==> config.mk <==
export PLATFORM = sky130hd
export DESIGN_NAME = dac_code_bank
export DESIGN_NICKNAME = d
export VERILOG_FILES = /design/src/rtl/dac_bank_pkg.sv /design/src/rtl/dac_bank_ctrl.sv /design/src/rtl/dac_bank_datapath.sv /design/src/rtl/dac_code_bank.sv
export SDC_FILE = /design/constraint.sdc
export NUM_CORES = 2
export LEC_CHECK = 0
export ABC_AREA = 1
export BUFFER_PORTS_ARGS = -buffer_cell sky130_fd_sc_hd__buf_2
export CORE_ASPECT_RATIO = 0.8
export CORE_UTILIZATION = 45
export CTS_CLUSTER_DIAMETER = 60
export DETAILED_ROUTE_END_ITERATION = 10
export GPL_ROUTABILITY_DRIVEN = 0
export PLACE_DENSITY = 0.67
export SETUP_SLACK_MARGIN = 0.15
export SYNTH_ARGS = -nofsm -noshare
export SYNTH_HDL_FRONTEND = slang
export SYNTH_SLANG_ARGS = --single-unit
==> constraint.sdc <==
create_clock -name clk -period 3.16 [get_ports clk]
set_clock_uncertainty 0.1 [all_clocks]
set_input_delay 0.316 -clock clk [delete_from_list [all_inputs] [get_ports clk]]
set_output_delay 0.316 -clock clk [all_outputs]
set_load 0.02 [all_outputs]
==> src/rtl/dac_bank_pkg.sv <==
package dac_bank_pkg;

  // Per-channel strobes passed from the control to the datapath
  typedef struct packed {
    logic bufWrA;
    logic bufWrB;
    logic actWrA;
    logic actWrB;
    logic load;
    logic clr;
  } chStrobe_t;

  // Midscale clear is used unless the channel is unipolar and single-ended
  function automatic logic useMidClear(input logic bipolar, input logic diff);
    return bipolar | diff;
  endfunction

endpackage

==> src/rtl/dac_bank_ctrl.sv <==
module dac_bank_ctrl
  import dac_bank_pkg::*;
#(
  parameter int NUM_CH = 16,
  localparam int AW = $clog2(NUM_CH)
) (
  input  logic              clrN,
  input  logic              wrEn,
  input  logic [AW-1:0]     wrCh,
  input  logic              wrSel,
  input  logic              loadStb,
  input  logic [NUM_CH-1:0] cfgSync,
  output chStrobe_t         strb [NUM_CH]
);

  for (genvar c = 0; c < NUM_CH; c++) begin : g_ch
    logic hit;
    assign hit = clrN && wrEn && (wrCh == AW'(c));
    always_comb begin
      strb[c].bufWrA = hit && !wrSel;
      strb[c].bufWrB = hit && wrSel;
      strb[c].actWrA = hit && !wrSel && !cfgSync[c];
      strb[c].actWrB = hit && wrSel && !cfgSync[c];
      strb[c].load   = clrN && loadStb && cfgSync[c];
      strb[c].clr    = !clrN;
    end
  end

endmodule

==> src/rtl/dac_bank_datapath.sv <==
module dac_bank_datapath
  import dac_bank_pkg::*;
#(
  parameter int NUM_CH = 16,
  parameter int CODE_W = 16
) (
  input  logic                     clk,
  input  logic                     rstN,
  input  chStrobe_t                strb [NUM_CH],
  input  logic [CODE_W-1:0]        wrData,
  input  logic [NUM_CH-1:0]        cfgBipolar,
  input  logic [NUM_CH-1:0]        cfgDiff,
  input  logic [NUM_CH-1:0]        cfgToggle,
  input  logic [NUM_CH-1:0]        togSel,
  output logic [NUM_CH*CODE_W-1:0] chCode
);

  localparam logic [CODE_W-1:0] ZERO_CODE = '0;
  localparam logic [CODE_W-1:0] MID_CODE  = CODE_W'(1) << (CODE_W - 1);

  for (genvar c = 0; c < NUM_CH; c++) begin : g_ch
    logic [CODE_W-1:0] bufA, bufB, actA, actB, clrCode;

    assign clrCode = useMidClear(cfgBipolar[c], cfgDiff[c]) ? MID_CODE : ZERO_CODE;

    always_ff @(posedge clk or negedge rstN) begin
      if (!rstN) begin
        bufA <= '0;
        bufB <= '0;
        actA <= '0;
        actB <= '0;
      end else if (strb[c].clr) begin
        bufA <= clrCode;
        bufB <= clrCode;
        actA <= clrCode;
        actB <= clrCode;
      end else begin
        if (strb[c].bufWrA) bufA <= wrData;
        if (strb[c].bufWrB) bufB <= wrData;
        if (strb[c].actWrA)    actA <= wrData;
        else if (strb[c].load) actA <= bufA;
        if (strb[c].actWrB)    actB <= wrData;
        else if (strb[c].load) actB <= bufB;
      end
    end

    always_comb begin
      if (strb[c].clr)
        chCode[c*CODE_W +: CODE_W] = clrCode;
      else if (cfgToggle[c] && togSel[c])
        chCode[c*CODE_W +: CODE_W] = actB;
      else
        chCode[c*CODE_W +: CODE_W] = actA;
    end
  end

endmodule

==> src/rtl/dac_code_bank.sv <==
module dac_code_bank
  import dac_bank_pkg::*;
#(
  parameter int NUM_CH = 16,
  parameter int CODE_W = 16,
  localparam int AW = $clog2(NUM_CH)
) (
  input  logic                     clk,
  input  logic                     rstN,
  input  logic                     clrN,
  input  logic                     wrEn,
  input  logic [AW-1:0]            wrCh,
  input  logic                     wrSel,
  input  logic [CODE_W-1:0]        wrData,
  input  logic                     loadStb,
  input  logic [NUM_CH-1:0]        cfgBipolar,
  input  logic [NUM_CH-1:0]        cfgDiff,
  input  logic [NUM_CH-1:0]        cfgToggle,
  input  logic [NUM_CH-1:0]        cfgSync,
  input  logic [NUM_CH-1:0]        togSel,
  output logic [NUM_CH*CODE_W-1:0] chCode
);

  chStrobe_t strb [NUM_CH];

  dac_bank_ctrl #(.NUM_CH(NUM_CH)) i_ctrl (
    .clrN(clrN), .wrEn(wrEn), .wrCh(wrCh), .wrSel(wrSel),
    .loadStb(loadStb), .cfgSync(cfgSync), .strb(strb)
  );

  dac_bank_datapath #(.NUM_CH(NUM_CH), .CODE_W(CODE_W)) i_dp (
    .clk(clk), .rstN(rstN), .strb(strb), .wrData(wrData),
    .cfgBipolar(cfgBipolar), .cfgDiff(cfgDiff), .cfgToggle(cfgToggle),
    .togSel(togSel), .chCode(chCode)
  );

endmodule

* Word-level counts from Yosys, hierarchy flattened
Cells that the tools add are included.
Word-level totals: bits in registers 1024, input bits 106, word-level logic and storage cells 499
Operators by class: eq/ne operators 79, multiplexer cells 208, bitwise operators 16, reductions and logical operators 132
Operators by type and width (count):
- $mux W16 | 208
- $logic_and A1 B1 Y1 | 114
- $ne A3 B1 Y1 const B | 32
- $ne A2 B1 Y1 const B | 32
- $eq A4 B4 Y1 const B | 8
- $logic_not A1 Y1 | 17
- $eq A4 B3 Y1 const B | 4
- $or A1 B1 Y1 | 16
- $eq A4 B2 Y1 const B | 2
- $eq A4 B1 Y1 const B | 1
- $logic_not A4 Y1 | 1

* Logic depth before layout (Yosys ltp)
depth after elaboration 6, depth in mapped cells 11, gate-level depth less buffers 9

* Modules after synthesis
From an unflattened synthesis, not the netlist that was laid out.
Unflattened totals: cell total of the unflattened synthesis 7144, area total of the unflattened synthesis 51461.9 um^2
By module, submodules not included:
- dac_bank_datapath | instances 1, cells an instance 6976, area each 50682.4 um^2
- dac_bank_ctrl | instances 1, cells an instance 168, area each 779.5 um^2

* Worst setup path after synthesis
No wires, ideal clock.
path type input -> output, start point input port clrN, end point output port chCode[111], arrival 1.648 ns, required time 2.744 ns, setup slack 1.096 ns, stages on the path 6, cells stage by stage buf_2 > buf_4 > buf_2 > clkbuf_1 > o21ai_0 > o21ai_0
On the way: word-level cells in the longest chain between the ends 1
Ends and longest elaborated chain:
- from (decl) | RTL line dac_code_bank.sv:10 | input logic clrN,
- $mux W16 | RTL line dac_bank_datapath.sv:48 | if (strb[c].clr)
- to (decl) | RTL line dac_code_bank.sv:21 | output logic [NUM_CH*CODE_W-1:0] chCode
No other way between the ends.

* Final worst setup path
start point input port cfgToggle[5], end point output port chCode[95]
On the way: word-level cells in the longest chain between the ends 3
Ends and longest elaborated chain:
- from (decl) | RTL line dac_code_bank.sv:18 | input logic [NUM_CH-1:0] cfgToggle,
- $logic_and A1 B1 Y1 | RTL line dac_bank_datapath.sv:50 | else if (cfgToggle[c] && togSel[c])
- $mux W16 | RTL line dac_bank_datapath.sv:50
- $mux W16 | RTL line dac_bank_datapath.sv:48
No other way between the ends.

==> results.toml <==
[run_status]
outcome = "completed"

[setup_path]
crit_path_frequent_cell = "buf_2"
reg2reg_from = "i_dp.g_ch[15].bufB[13]"
rr_endpoint = "i_dp.g_ch[15].actB[13]"
r2r_slack_ps = 2100
path_buf_inv = 3
crit_cells = 6
cpPeakStageDelay_ps = 640
cp_max_fo = 17
critPathTopFamily = "buffers and inverters"
cp.arrival_ps = 2090
required_ps = 2740
cp-start-kind = "input port"
crit_type = "input port to output pin"
slowest_stage = "inv_1"
r2r_cells = 4
end_kind = "output pin"
path_cells = "buf_2 -> nand2_1 -> inv_1 -> nor2_1 -> o21ai_0 -> buf_2"
startpoint = "cfgToggle[5]"
crit_end = "chCode[95]"

[cells_and_area]
area_growth_pct = 14.93
nFillCells = 10240
post-route-util_pct = 52.18
mostFrequentLayoutCells = "nand2_1 (2413), o21ai_0 (1251), dfrtp_1 (1024)"
layout_commonest_cell = "nand2_1"
drive_above_1_share_pct = 12.95
nets = 6570

[floorplan]
start_util_pct = 45.40
fp-row-count = 107
die_height_um = 295.1
core_um2 = 106400
die_area_um2 = 108700
io_pins = 362
die_width_um = 368.4

[timing]
tightest_slew_ps = 1177
slew_viol_final = 0
fmax_mhz = 399.5
final-hold-violation-count = 0
finalSetupTns_ps = 0
grt_setup_unrepaired = "false"
slew_headroom_pct = 21.55
period_minus_slack_ps = 2503
setup_viol = 0
worst_slack_ps = 656.9
min_period_over_period_pct = 79.21

[global_route]
grt_max_degree = 135
first_global_vias = 39800
grt.overflow.total = 0
grt_pass1_wl_mm = 253.8
antenna_found_initial = 23
grt_usage_pct = 30.75

[cts]
htree_levels = 3
clkTransAtPathRegs_ps = 60
cts_root_buf = "clkbuf_16"
cts_tree = "done"
max-clock-path-buffers = 3
cts.sinks = 1024
numCtsBuffers = 110
clk_latency_ps = 700
post_cts_buffers = 0
cts_resized = 0

[power_and_ir_drop]
cellPowerDensity_nw_per_um2 = 576.8
ir_drop_v = 0.0004129
p_leak_uw = 0.02781
total_power_uw = 32030

[drt]
viasPerCell = 5.472
num_vias = 43650
drt-initial-drc-count = 5167
final_antenna_net_count = 0
wl_per_cell_um = 21.14
firstDrtPassIters = 9
routed_wl_mm = 168.6
drcViolationCount = 0

[logic_synthesis]
synth_area_um2 = 48320
synth_cell_type_count = 26
ys_ff_latch = 1024
synth-seq-area-share_pct = 53.03
synthesis.yosys.warnings = 0
synthCells = 6279
syn-num-nets = 6385
syn_avg_cell_area_um2 = 7.695

[place]
io_buffers = 361
dpl.hpwl_mm = 107.3
pre_cts_ws_ps = 390.5

[hold_path]
hold_path_class = "input port to flip-flop"

[run]
cap_violations = 0
through the flow:
stage / hold slack [ps] / cells / instance area [um^2]
global placement: 318.1 / 7762 / 51670
detailed placement: 331.4 / 7762 / 51670
global route: 53.36 / 7974 / 55530
finish: 32.31 / 7977 / 55530
floorplan: -79.59 / 6279 / 48320
CTS: 4.795 / 7973 / 55520
report_power, final:
part	leakage (uW)	total [uW]	internal, uW	switching, uW
clock	0.00187	13500	7950	5590
combinational	0.0124	4030	1090	2940
sequential	0.0136	14500	14000	479
Yosys cell counts:
cell type	instances	area, um^2
inv_2	47	176.4
clkinv_4	1	8.760
nand2_4	1	11.26
inv_1	235	882.1
o21ai_1	82	410.4
a21oi_1	152	760.7
nor2_1	435	1633
buf_4	25	187.7
a31oi_1	2	12.51
nand2_2	7	43.79
nor2_8	5	100.1
nand3_2	3	30.03
dfrtp_1	1024	25620
clkbuf_1	377	1415
nand4_1	21	131.4
nand3_1	74	370.4
nor2_4	33	371.6
nand4_2	17	212.7
buf_2	35	175.2
nand4_4	13	276.5
buf_6	6	67.56
nor2_2	3	18.77
o21ai_0	1251	6261
o21ai_2	1	8.760
nand2_1	2428	9114
buf_8	1	15.01
final cells by class:
cell class	instances	area [um^2]	share of cell area, %
flip-flops and latches	1024	25620	46.14
multi-input cells	4528	19830	35.71
repair buffers	517	3441	6.196
clock buffers	163	3296	5.934
well taps	1417	1773	3.193
inverters	283	1072	1.931
clock inverters	41	488.0	0.8787
diodes	4	10.01	0.01802
sequential cells by signal (all words and copies together), names as in the netlist:
signal / count
i_dp.g_ch.actB: 256
i_dp.g_ch.bufB: 256
i_dp.g_ch.bufA: 256
i_dp.g_ch.actA: 256
repair_timing:
action                                  4_1_cts  5_1_grt
hold buffers                                  7        0
hold endpoints to repair                     61        0
endpoints found under the setup margin        0        0
per-layer routing:
layer | up-vias | part of all wire (%) | global-route usage [%]
li1 | 20440 | - | -
met1 | 20850 | 44 | 45.73
met2 | 2055 | 42 | 44.16
met3 | 294 | 11 | 7.324
met4 | 12 | 3.0 | 9.341
met5 | - | 0.048 | 0
how the worst min path moves through the flow:
stage | startpoint | endpoint | slack [ps] | cells after the start
floorplan | rstN | i_dp.g_ch[0].actA[0] | -80 | 0
global placement | rstN | i_dp.g_ch[1].actA[11] | 320 | 1
detailed placement | rstN | i_dp.g_ch[1].actA[11] | 330 | 1
CTS | cfgBipolar[1] | i_dp.g_ch[1].bufB[15] | 5 | 6
global route | wrData[0] | i_dp.g_ch[11].bufB[0] | 50 | 3
finish | cfgBipolar[1] | i_dp.g_ch[1].bufB[15] | 30 | 6
cell families after synthesis:
group                  synth area share, %
AND/OR/NAND/NOR                      25.48
buffers and inverters                6.059
flip-flops                           53.03
AO/OA/AOI/OAI                        15.43
worst reg2reg max path, stage by stage, from the launching register on:
cell and delay, ps:
dfrtp_1 370, nand2_1 60, o21ai_0 120, nand2_1 230, nand2_1 70
Power figures use the tool's default switching activity.
